`src/rtl/mb_frame_pkg.sv`:
```
package mb_frame_pkg;
  typedef enum logic [1:0] {
    VD_DROP   = 2'd0,
    VD_REPLY  = 2'd1,
    VD_SILENT = 2'd2
  } verdict_e;

  localparam logic [7:0]  BCAST_ADDR = 8'h00;
  localparam logic [15:0] CRC_SEED   = 16'hFFFF;
  localparam logic [15:0] CRC_POLY   = 16'hA001;
  localparam int          MIN_FRAME  = 4;
endpackage

```
`src/rtl/mb_crc_engine.sv`:
```
module mb_crc_engine
  import mb_frame_pkg::*;
(
  input  logic        clk,
  input  logic        rst,
  input  logic        init,
  input  logic        load,
  input  logic [7:0]  din,
  input  logic        shift,
  output logic [15:0] crc
);
  always_ff @(posedge clk) begin
    if (rst || init) begin
      crc <= CRC_SEED;
    end else if (load) begin
      crc <= crc ^ {8'h00, din};
    end else if (shift) begin
      crc <= crc[0] ? ((crc >> 1) ^ CRC_POLY) : (crc >> 1);
    end
  end
endmodule

```
`src/rtl/mb_addr_judge.sv`:
```
module mb_addr_judge
  import mb_frame_pkg::*;
(
  input  logic       crc_ok,
  input  logic [7:0] dest,
  input  logic [7:0] own_addr,
  output verdict_e   code
);
  always_comb begin
    if (!crc_ok)                 code = VD_DROP;
    else if (dest == BCAST_ADDR) code = VD_SILENT;
    else if (dest == own_addr)   code = VD_REPLY;
    else                         code = VD_DROP;
  end
endmodule

```
`src/rtl/mb_frame_check.sv`:
```
module mb_frame_check
  import mb_frame_pkg::*;
#(
  parameter int MAX_LEN = 256,
  parameter int LEN_W   = $clog2(MAX_LEN + 1),
  parameter int AW      = $clog2(MAX_LEN)
) (
  input  logic             clk,
  input  logic             rst,
  input  logic             start,
  input  logic             mode_gen,
  input  logic [LEN_W-1:0] frame_len,
  input  logic             rx_bad,
  input  logic [7:0]       own_addr,
  output logic [AW-1:0]    buf_addr,
  input  logic [7:0]       buf_data,
  output logic             busy,
  output logic             verdict_valid,
  output logic [1:0]       verdict,
  output logic [LEN_W-1:0] payload_len,
  output logic             crc_valid,
  output logic [7:0]       crc_first,
  output logic [7:0]       crc_second
);
  localparam logic [LEN_W-1:0] LEN_MIN = LEN_W'(MIN_FRAME);

  typedef enum logic [2:0] {S_IDLE, S_ADDR, S_LOAD, S_SHIFT, S_DONE} state_e;

  state_e           state;
  logic [LEN_W-1:0] idx, len_q, crc_end;
  logic [2:0]       bitcnt;
  logic             is_gen;
  logic [7:0]       dest_q, wire0_q, wire1_q;
  logic [15:0]      crc;
  logic             eng_init, eng_load, eng_shift, last_byte, crc_ok;
  verdict_e         judged;

  // A start is refused outright when it is a check of a flagged or short frame,
  // or a checksum request for an empty reply.
  logic early_drop, empty_gen, accept;
  assign early_drop = !mode_gen && (rx_bad || frame_len < LEN_MIN);
  assign empty_gen  = mode_gen && (frame_len == '0);
  assign accept     = (state == S_IDLE) && start;

  assign crc_end   = is_gen ? len_q : (len_q - LEN_W'(2));
  assign last_byte = (idx == len_q - LEN_W'(1));
  assign eng_init  = accept;
  assign eng_load  = (state == S_LOAD) && (idx < crc_end);
  assign eng_shift = (state == S_SHIFT);
  assign crc_ok    = (wire0_q == crc[7:0]) && (wire1_q == crc[15:8]);
  assign busy      = (state != S_IDLE);
  assign buf_addr  = idx[AW-1:0];

  mb_crc_engine u_crc (
    .clk   (clk),
    .rst   (rst),
    .init  (eng_init),
    .load  (eng_load),
    .din   (buf_data),
    .shift (eng_shift),
    .crc   (crc)
  );

  mb_addr_judge u_judge (
    .crc_ok   (crc_ok),
    .dest     (dest_q),
    .own_addr (own_addr),
    .code     (judged)
  );

  always_ff @(posedge clk) begin
    if (rst) begin
      state         <= S_IDLE;
      idx           <= '0;
      len_q         <= '0;
      bitcnt        <= '0;
      is_gen        <= 1'b0;
      dest_q        <= '0;
      wire0_q       <= '0;
      wire1_q       <= '0;
      verdict_valid <= 1'b0;
      verdict       <= VD_DROP;
      payload_len   <= '0;
      crc_valid     <= 1'b0;
      crc_first     <= '0;
      crc_second    <= '0;
    end else begin
      verdict_valid <= 1'b0;
      crc_valid     <= 1'b0;
      case (state)
        S_IDLE: begin
          if (accept) begin
            if (early_drop) begin
              verdict_valid <= 1'b1;
              verdict       <= VD_DROP;
              payload_len   <= '0;
            end else if (empty_gen) begin
              crc_valid  <= 1'b1;
              crc_first  <= CRC_SEED[7:0];
              crc_second <= CRC_SEED[15:8];
            end else begin
              idx    <= '0;
              len_q  <= frame_len;
              is_gen <= mode_gen;
              state  <= S_ADDR;
            end
          end
        end
        S_ADDR: state <= S_LOAD;
        S_LOAD: begin
          if (idx == '0) dest_q <= buf_data;
          if (idx < crc_end) begin
            bitcnt <= '0;
            state  <= S_SHIFT;
          end else begin
            if (last_byte) wire1_q <= buf_data;
            else           wire0_q <= buf_data;
            if (last_byte) state <= S_DONE;
            else begin
              idx   <= idx + LEN_W'(1);
              state <= S_ADDR;
            end
          end
        end
        S_SHIFT: begin
          bitcnt <= bitcnt + 3'd1;
          if (bitcnt == 3'd7) begin
            if (last_byte) state <= S_DONE;
            else begin
              idx   <= idx + LEN_W'(1);
              state <= S_ADDR;
            end
          end
        end
        S_DONE: begin
          state <= S_IDLE;
          if (is_gen) begin
            crc_valid  <= 1'b1;
            crc_first  <= crc[7:0];
            crc_second <= crc[15:8];
          end else begin
            verdict_valid <= 1'b1;
            verdict       <= judged;
            payload_len   <= (judged == VD_DROP) ? '0 : (len_q - LEN_W'(3));
          end
        end
        default: state <= S_IDLE;
      endcase
    end
  end
endmodule

```
`config.mk`:
```
export PLATFORM = sky130hd
export DESIGN_NAME = mb_frame_check
export DESIGN_NICKNAME = d
export VERILOG_FILES = /design/src/rtl/mb_frame_pkg.sv /design/src/rtl/mb_crc_engine.sv /design/src/rtl/mb_addr_judge.sv /design/src/rtl/mb_frame_check.sv
export SDC_FILE = /design/constraint.sdc
export NUM_CORES = 1
export LEC_CHECK = 0
export BUFFER_PORTS_ARGS = -buffer_cell sky130_fd_sc_hd__buf_4
export CAP_MARGIN = 10
export CORE_MARGIN = 2
export CORE_UTILIZATION = 35
export DETAILED_ROUTE_END_ITERATION = 12
export GPL_ROUTABILITY_DRIVEN = 0
export GPL_TIMING_DRIVEN = 1
export HOLD_SLACK_MARGIN = 0.02
export PLACE_DENSITY_LB_ADDON = 0.08
export SYNTH_ARGS = -nofsm -noshare
export SYNTH_HDL_FRONTEND = slang
export SYNTH_SLANG_ARGS = --single-unit
```
`constraint.sdc`:
```
create_clock -name clk -period 5.8 [get_ports clk]
set_input_delay 0.58 -clock clk [delete_from_list [all_inputs] [get_ports clk]]
set_output_delay 0.58 -clock clk [all_outputs]
set_load 0.01 [all_outputs]
```
# == After elaboration in Yosys (flattened, before gate mapping) ==
# Index checks and enable logic that the tools add are counted.
# word_totals
output_inout_bits,38
wordCells,122
inputBits,30
reg_bits,94
# classes
n_mux,48
n_addsub,5
n_reduce_logical,27
bitwise,6
n_eq_ne,19
magnitude_cmp,2
# ops
op,count
9-bit two-way mux,11
16-bit two-way mux,3
8-bit two-way mux,5
8-bit case mux with 2 select lines,2
9-bit case mux with 3 select lines,1
8-bit equality test,3
3-bit two-way mux,7
9-bit logical NOT,2
9-bit case mux with 2 select lines,1
"9-bit by 2-bit subtractor with 9-bit output, second input constant",2
16-bit by 8-bit XOR with 16-bit output,1
"2-bit inequality test, second input constant",7
3-bit case mux with 4 select lines,1
4-bit AND reduction,3
2-bit two-way mux,5
"9-bit by 1-bit adder with 9-bit output, second input constant",1
9-bit equality test,1
"9-bit by 3-bit < comparator with 1-bit output, second input constant",1
9-bit < comparator,1
"9-bit by 1-bit subtractor with 9-bit output, second input constant",1
8-bit logical NOT,1
1-bit two-way mux,8
"3-bit by 2-bit equality test with 1-bit output, second input constant",2
"3-bit equality test, second input constant",2
19 further kinds,35

# == Logic depth before layout (Yosys ltp) ==
# Gate-level depths: netlist (run 1).
# logic_depth
depth_word,8
depth_mapped,15
ltp_nobuf,13

# == Cells and area by module ==
# Synthesis (run 1) repeated with hierarchy kept, for this count alone.
# unflattened
hier_cells,586
hier_area_um2,5011.1
# by_module_without_submodules
mod,n_inst,area_per_inst_um2,cells_per_inst
mb_frame_check,1,4184.0,483
mb_crc_engine,1,710.7,87
mb_addr_judge,1,116.4,16

# == Worst setup path before layout (run 1) ==
# OpenSTA, ideal clock, no wires.
# synth_timing
path_kind,register -> register
startpoint,register len_q[2]
endpoint,register idx[2]
slack_ns,2.435
path_stages_with_launch,14
n_path_buf,2
synth_period_minus_slack_ns,3.365
setup_time_ns,0.095
t_arrival_ns,3.269
cell_sequence,dfxtp_1 -> clkbuf_1 -> inv_1 -> ha_1 -> mux2_2 -> ha_1 -> o211ai_1 -> a21oi_1 -> o2111ai_1 -> and3_1 -> a2111o_1 -> clkbuf_1 -> or4_1 -> a221oi_1
# synth_via
elab_chain_cells,5
# synth_lines
element,line,text
start: declaration,mb_frame_check.sv:30,"logic [LEN_W-1:0] idx, len_q, crc_end;"
start signal: assignment,mb_frame_check.sv:103,len_q <= frame_len;
9-bit by 2-bit subtractor with 9-bit output / 9-bit by 1-bit subtractor with 9-bit output (equally long branches),"mb_frame_check.sv:45, mb_frame_check.sv:46",
9-bit two-way mux / 9-bit equality test (equally long branches),"mb_frame_check.sv:45, mb_frame_check.sv:46",
9-bit < comparator / 9-bit two-way mux (equally long branches),n/a,
2-bit inequality test (no line) (tied with other cells),n/a,
6-bit AND reduction (no line) / 9-bit case mux with 3 select lines (equally long branches),n/a,
end signal: assignment,mb_frame_check.sv:120,idx <= idx + LEN_W'(1);
end signal: assignment,mb_frame_check.sv:130,idx <= idx + LEN_W'(1);
end: declaration,mb_frame_check.sv:30,
# Several ways; a longest one is shown, not always the timed one. The select of a mux whose other input is x is not followed.
# A chain may end at the register's enable or synchronous reset.

# == Final worst setup path (run 1) ==
# Same ends and word-level chain as after synthesis.

==> results.md, run 1 <==
- Status: finished, final reports clean
- RSZ-0062 raised after global routing: no
- Area leader, netlist: dfxtp_1
- Site Rows: 43
- Hold WS: 467 ps
- Initial Util: 0.355
- Total leakage power: 2.43 nW
- Fillers: 1426
- Syn_nets: 620
- Count leader, synth: dfxtp_1
- DP Wirelength: 9730 microns
- Diodes inserted: 0
- Crit path kind: register to register
- Largest family of logic cells by synthesized area: simple AND/OR/NAND/NOR gates
- Final core utilization: 0.418
- Clock slew at reported path FFs: 70 ps
- Post-CTS Setup Bufs: 0
- Total core area: 0.0137 sq mm
- Syn avg cell area: 8.52 sq um
- Cells after Synth: 572
- First-pass GRT wire length: 21200 microns
- TritonCTS clock tree: yes
- Worst Path Required: 6050 ps
- IO Pins: 68
- Pwr per Cell Area: 265 mW/mm^2
- Crit. End Element: register
- DR WL/cell: 16.8 microns
- Adder-cell share of the synthesized area: 0.0462
- Minimum clock period: 3770 ps
- Layout cells sized above 1: 0.166
- Top post-synthesis cells by area: dfxtp_1, nor2_1, xor2_1
- DRC errors left: 0
- Nets: 659
- Multiplexer area fraction after synthesis: 0.0698
- Initial antenna violation count: 0
- Die Ht: 122 microns
- Number of global-route vias before repair: 3994
- Post-synthesis cell type count: 55
- Hold depth: 2
- Gr ovfl total: 0
- Skew-Pair Late Insertion Delay: 340 ps
- Largest net degree at the start of global routing: 79
- Root Driver: clkbuf_16
- Yosys warning total: 0
- Routed vias/inst: 5.22
- H-tree levels: 3
- Routed Antenna Nets: 0
- Worst-case clock buffer depth: 2
- Setup TNS: 0 ps
- Slew headroom: 0.231
- Peak Freq: 265 MHz
- Chip Width: 122 microns
- Ys async rst share: 0
- FF+latch count, synth: 94
- XOR/XNOR share of the synthesized area: 0.0844
- Final hold violation count: 0
- VDD IR-drop max: 0.121 mV
- Post-synth EDFFs: 0
- Vias: 4153
- Total of max-cap violations: 0
- Die area: 0.0149 sq mm
- CP arrival: 4020 ps
- Synth-to-Final Area Change: 17.7%
- Post-synth top area share: 0.386
- Final period utilization: 0.650
- Port-buffer cells: 67
- GR Util All Layers: 0.183
- Routed WL: 13400 microns
- Register area share after synthesis: 0.386
- Starting DRT DRC Count: 249
- Synth top cells by count: dfxtp_1, nor2_1, nand2_1, xor2_1, a21oi_1
- Worst hold path type: register to register
- Post-synthesis simple-gate area fraction: 0.228
- Total power: 1.52 mW
- # hold bufs at CTS: 0
- DRT Pass-1 Iters: 4
- Post-Syn Area: 0.00487 sq mm
- Final setup fails: 0
- Synth Area in Compound Gates: 0.135
- CP max FO: 13
- Tightest Pin Transition: 1150 ps
- Startpoint type of the worst setup path: register
- Setup WS pre-CTS: 2080 ps
- Setup WS post-layout: 2030 ps
- Setup skew after layout: 8.95 ps
- # resized after CTS: 0
- CTS sink cnt: 94
- Max-slew violations: 0
- CTS Buf Count: 9
- Post-synth top flop: dfxtp_1
- R2R setup slack: 2030 ps
- R2R depth: 12
worst max-delay path, stage by stage, from the launching register on:
cell and delay, ps:
dfxtp_1 530, inv_1 160, ha_1 220, nor2b_1 180, xnor2_1 160, ha_1 300, o211ai_1 90, a21oi_1 150
o2111ai_1 190, and3_1 370, a2111o_1 580, or4_1 510, a221oi_1 260
kinds of logic (layout without fill, tap and decap cells):
kind of cell,Yosys count,after routing
flops,94,94
mux,33,33
compound gates,98,98
xor+xnor,47,47
simple gates,229,229
fa+ha+maj,18,18
buf+inv,53,96
cell type report:
| cell class | instances | area, sq um | share of cell area |
|---|---|---|---|
| Clock inverter | 3 | 42.5 | 0.00742 |
| Timing Repair Buffer | 70 | 526 | 0.0916 |
| Sequential cell | 94 | 1880 | 0.328 |
| Tap cell | 180 | 225 | 0.0393 |
| Inverter | 11 | 41.3 | 0.00720 |
| Multi-Input combinational cell | 425 | 2750 | 0.480 |
| Clock buffer | 12 | 267 | 0.0465 |
power breakdown:
group          internal, mW  total, mW  leakage, nW  switching, mW
registers             0.660      0.687        0.760         0.0271
clock network         0.366      0.609        0.151          0.243
logic                0.0970      0.222         1.52          0.125
sequential cells by signal (all words and copies together), names as in the netlist:
name	flops
idx	9
crc_first	8
u_crc.crc	16
len_q	9
wire1_q	8
verdict_valid	1
payload_len	9
verdict	2
wire0_q	8
dest_q	8
is_gen	1
state	3
crc_valid	1
crc_second	8
bitcnt	3
final timing paths:
path	startpoint	to
setup / recovery	len_q[2]	idx[2]
hold reg to reg	wire0_q[2]	wire0_q[2]
setup reg to reg	len_q[2]	idx[2]
hold / removal	wire0_q[2]	wire0_q[2]
metal layers:
| layer | share of wire | up-vias | global-route usage |
|---|---|---|---|
| li1 | - | 2095 | - |
| met1 | 0.46 | 1982 | 0.241 |
| met2 | 0.49 | 65 | 0.304 |
| met3 | 0.040 | 11 | 0.0375 |
| met4 | 0.011 | 0 | 0.0553 |
| met5 | 0 | - | 0 |
per-stage QoR:
step,area [sq um],std cells
floorplan,4870,572
global placement,5430,780
detailed placement,5430,780
CTS,5740,795
global route,5740,795
finish,5740,795
cell usage in the layout (no fill, tap or decap), types with 13 or more instances in the layout:
master,n
buf_4,70
ha_1,18
a21oi_1,31
xor2_1,34
nand3_1,28
dfxtp_1,94
a211oi_1,18
mux2i_1,25
nand2_1,55
xnor2_1,13
nor2_1,82
(Power assumes the default switching activity.)
==> run 2: changes to the inputs <==
- clock period: 5.8 -> 3.3 ns (I/O delays scaled with it)
==> run 2 against run 1 <==
Effect of this change:
- core utilization up 1.6 points
- sequential share of layout area is 1.1 points lower
- die area stayed put
- flip-flop and latch count unchanged
- global-route usage rose by 0.48 points
- non-clock buffer count rose by 28
- critical path type unchanged
- critical endpoint is now idx[3]
- largest power group unchanged
- highest routed layer unchanged
==> results.md, run 2 (synthesis results as in run 1) <==
- Slew headroom: 0.424
- Nets: 687
- # hold bufs at CTS: 0
- Largest net degree at the start of global routing: 79
- DRT Pass-1 Iters: 4
- Worst hold path type: input pin to register
- Final hold violation count: 0
- Site Rows: 43
- Startpoint type of the worst setup path: register
- Initial Util: 0.355
- Die area: 0.0149 sq mm
- Peak Freq: 322 MHz
- GR Util All Layers: 0.188
- CP max FO: 5
- Layout cells sized above 1: 0.213
- Root Driver: clkbuf_16
- Hold WS: 229 ps
- Worst-case clock buffer depth: 2
- CTS Buf Count: 9
- CP arrival: 3370 ps
- Synth-to-Final Area Change: 22.3%
- Largest Register: u_crc.crc
- Starting DRT DRC Count: 186
- Number of global-route vias before repair: 4215
- Crit path kind: register to register
- Minimum clock period: 3100 ps
- Final core utilization: 0.434
- H-tree levels: 3
- Routed Antenna Nets: 0
- Inst Count DP: 807
- Clock slew at reported path FFs: 70 ps
- Setup skew after layout: 7.30 ps
- DRC errors left: 0
- Chip Width: 122 microns
- VDD IR-drop max: 0.206 mV
- RSZ-0062 raised after global routing: no
- Routed vias/inst: 5.21
- Final period utilization: 0.940
- Skew-Pair Late Insertion Delay: 340 ps
- Die Ht: 122 microns
- Final setup fails: 0
- Port-buffer cells: 67
- Commonest non-fill, non-tap cell in the layout: buf_4
- Routed WL: 13600 microns
- R2R setup slack: 200 ps
- Most frequent cells in the layout: buf_4, dfxtp_1, nor2_1, nand2_1, xor2_1
- Vias: 4290
- Total core area: 0.0137 sq mm
- Total leakage power: 2.57 nW
- First-pass GRT wire length: 21800 microns
- Setup TNS: 0 ps
- Tightest Pin Transition: 864 ps
- Crit. End Element: register
- Max reg flops: 16
- Pwr per Cell Area: 439 mW/mm^2
- Status: finished, final reports clean
- Final non-filler cell total: 824
- Gr ovfl total: 0
- Initial antenna violation count: 0
- Worst Path Required: 3570 ps
- Max-slew violations: 0
- TritonCTS clock tree: yes
- Fillers: 1426
- Diodes inserted: 0
- CTS sink cnt: 94
- DR WL/cell: 16.5 microns
- DP Wirelength: 10000 microns
- Total of max-cap violations: 0
- IO Pins: 68
run 2: final cells by class:
class	instances	area, sq um	share of cell area
clock inverter	3	20.0	0.00336
clock buffer	13	250	0.0420
timing repair buffer	98	736	0.123
inverter	11	41.3	0.00693
sequential	94	1890	0.317
multi-input combinational	425	2800	0.470
tap	180	225	0.0378
run 2: final timing paths:
| check | endpoint | cells after the start | from |
|---|---|---|---|
| worst max register to register | idx[3] | 12 | len_q[1] |
| worst min register to register | wire0_q[1] | 2 | wire0_q[1] |
| worst min-delay path | len_q[7] | 3 | frame_len[7] |
| worst max-delay path | idx[3] | 12 | len_q[1] |
run 2: critical path: stages, from the launching register on:
cell and delay, ps:
dfxtp_4 390, inv_2 60, ha_1 280, mux2_2 260, ha_1 270, o211ai_1 90, a21oi_2 140, o2111ai_2 180
and3_4 190, buf_4 140, or4_4 510, or3b_1 380, a21oi_1 140
run 2: power by group:
part	internal [mW]	switching (mW)
registers	1.16	0.0380
logic	0.208	0.242
clock network	0.531	0.435
total	1.90	0.715
run 2: through the flow:
| step | setup slack, ps | instance area, sq um | total power, mW |
|---|---|---|---|
| final | 198 | 5960 | 2.61 |
| after detailed placement | 32.5 | 5630 | 1.65 |
| after global routing | 8.67 | 5960 | 2.74 |
| after global placement | 107 | 5630 | 1.65 |
| after CTS | 6.76 | 5900 | 2.63 |
| after floorplan | 17.9 | 4880 | 1.50 |
run 2: timing repair:
action	4_1_cts	5_1_grt
setup buffers	0	1
endpoints found under the setup margin	0	9
resized for setup	0	13
run 2: layer usage:
layer  share of wire  vias up  wire length [microns]  track usage
met5               0        -                      0            0
met4           0.019        0                    263       0.0718
met3           0.037       24                    500       0.0351
met2            0.49       98                   6680        0.318
met1            0.45     2030                   6140        0.237
li1                -     2138                      -            -
==> run 3: changes to the inputs <==
- ABC_AREA: default -> 1
- RECOVER_POWER: default -> 100
==> run 3 against run 2 <==
Effect of this change:
- routed wire length grew 6.2%
- non-clock buffer count shrank 23
- first-iteration DRC count rose by 70%
- clock-buffer cell count down 3
- setup slack better by 150 ps
- via count rose by 13%
- critical path depth grew 3
- sequential power up 38%
- critical path type unchanged
- critical endpoint is now u_crc.crc[4]
- largest cell class unchanged
- largest power group is now combinational cells
==> results.md, run 3 <==
- # hold bufs at CTS: 0
- Root Driver: clkbuf_16
- Chip Width: 126 microns
- Max-slew violations: 0
- H-tree levels: 3
- Nets: 815
- CTS sink cnt: 94
- DRC errors left: 0
- Die area: 0.0158 sq mm
- Skew-Pair Late Insertion Delay: 350 ps
- Synth-to-Final Area Change: 13.4%
- VDD IR-drop max: 0.342 mV
- Worst Path Required: 3530 ps
- Site Rows: 44
- Vias: 4832
- Cells after Synth: 717
- Yosys warning total: 0
- Fillers: 1549
- First-pass GRT wire length: 23500 microns
- IO Pins: 68
- Largest net degree at the start of global routing: 43
- DRT Pass-1 Iters: 4
- Gr ovfl total: 0
- Post-CTS Setup Bufs: 0
- Crit. End Element: register
- Synth top cells by count: nand2_1, dfxtp_1, inv_1, o21ai_0, a21oi_1
- Tightest Pin Transition: 1000 ps
- FF+latch count, synth: 94
- Post-synth top area share: 0.363
- Area leader, netlist: dfxtp_1
- Routed vias/inst: 5.07
- TritonCTS clock tree: yes
- Count leader, synth: nand2_1
- Syn avg cell area: 7.22 sq um
- Layout cells sized above 1: 0.105
- Final period utilization: 0.896
- CP arrival: 3180 ps
- Setup TNS: 0 ps
- Top post-synthesis cells by area: dfxtp_1, nand2_1, o21ai_0
- Routed wl met2: 7180 microns
- DP Wirelength: 10700 microns
- Port-buffer cells: 67
- Register area share after synthesis: 0.363
- RSZ-0062 raised after global routing: no
- WL met3: 615 microns
- Total power: 5.20 mW
- Worst hold path type: input pin to register
- Minimum clock period: 2960 ps
- Routed Antenna Nets: 0
- # resized after CTS: 0
- Post-synth EDFFs: 0
- Worst-case clock buffer depth: 2
- Crit path kind: register to register
- Most frequent cells in the layout: nand2_1, dfxtp_1, inv_1, o21ai_0, a21oi_1
- Post-Syn Area: 0.00518 sq mm
- Total leakage power: 2.50 nW
- Post-synth top flop: dfxtp_1
- Die Ht: 126 microns
- Final hold violation count: 0
- Status: finished, final reports clean
- Max reg flops: 16
- Clock slew at reported path FFs: 70 ps
- Slew headroom: 0.326
- DR WL/cell: 15.1 microns
- Largest Register: u_crc.crc
- Met1 Routed Length: 6430 microns
- Pwr per Cell Area: 885 mW/mm^2
- Routed WL: 14400 microns
- Number of global-route vias before repair: 4683
- Initial antenna violation count: 0
- Post-synthesis cell type count: 39
- GR Util All Layers: 0.186
- Uppermost layer routed: met4
- Ys async rst share: 0
- Peak Freq: 338 MHz
- Final setup fails: 0
- Total of max-cap violations: 0
- Syn_nets: 765
- Setup skew after layout: 5.67 ps
- Starting DRT DRC Count: 317
- CP max FO: 8
- Diodes inserted: 0
- Total core area: 0.0145 sq mm
- Commonest non-fill, non-tap cell in the layout: nand2_1
- CTS Buf Count: 9
- Startpoint type of the worst setup path: register
- Initial Util: 0.358
[run 3: changes by cell type in the layout (fill, tap and decap cells not counted), sizes merged, moves of 25 or more]
cell	previous run	this run
a21oi	31	66
nand2	55	139
o21ai	10	70
buf	98	33
mux2i	25	0
clkbuf	13	52
inv	11	77
[run 3: final cells by class]
type	instances	area (sq um)	share of cell area
clock buffer	10	239	0.0407
clock inverter	3	47.5	0.00810
inverter	79	300	0.0511
multi-input combinational	508	2770	0.471
sequential	94	1880	0.320
tap	184	230	0.0392
timing repair buffer	75	408	0.0695
[run 3: metrics by stage]
stage,setup slack [ps],hold slack [ps],utilization,std cells,area [sq um]
3_5_place_dp,349,456,0.398,940,5770
2_1_floorplan,663,433,-,717,5180
5_1_grt,40.1,268,0.406,953,5870
3_3_place_gp,435,451,0.398,940,5770
6_report,345,275,0.406,953,5870
4_1_cts,322,264,0.418,953,6060
[run 3: per-layer routing]
| metal | global-route usage | up-vias |
|---|---|---|
| li1 | - | 2463 |
| met1 | 0.224 | 2243 |
| met2 | 0.329 | 108 |
| met3 | 0.0450 | 18 |
| met4 | 0.0529 | 0 |
| met5 | 0 | - |
[run 3: worst paths after layout]
path             startpoint  slack (ps)  cells past startpoint        endpoint
max                len_q[1]         340                     15    u_crc.crc[4]
min             buf_data[0]         280                      3      wire0_q[0]
max reg2reg        len_q[1]         340                     15    u_crc.crc[4]
min reg2reg  payload_len[6]         470                      2  payload_len[6]
[run 3: power by group]
part           total, mW  switching (mW)  internal [mW]
combinational       2.50            1.61          0.891
clock               1.04           0.446          0.598
sequential          1.65           0.316           1.34
[run 3: cell families (layout without fill, tap and decap cells)]
logic type | after synthesis | count (layout) | share of synthesized area
DFF | 94 | 94 | 0.363
adders and majority gates | 18 | 18 | 0.0435
buffers and inverters | 115 | 167 | 0.0966
and+or+nand+nor | 279 | 279 | 0.247
AOI/OAI and AO/OA | 171 | 171 | 0.182
xor gates and xnor gates | 40 | 40 | 0.0676
[run 3: worst max-delay path: stages, from the launching register on]
cell and delay [ps]:
dfxtp_1 340, inv_1 160, ha_1 190, inv_1 50
nor3_1 260, nand2_1 110, xor2_1 160, inv_1 70
ha_1 260, nand2_1 70, o21ai_0 90, a21oi_1 170
nand3_1 290, nand2_1 240, clkbuf_1 240, o211ai_1 120
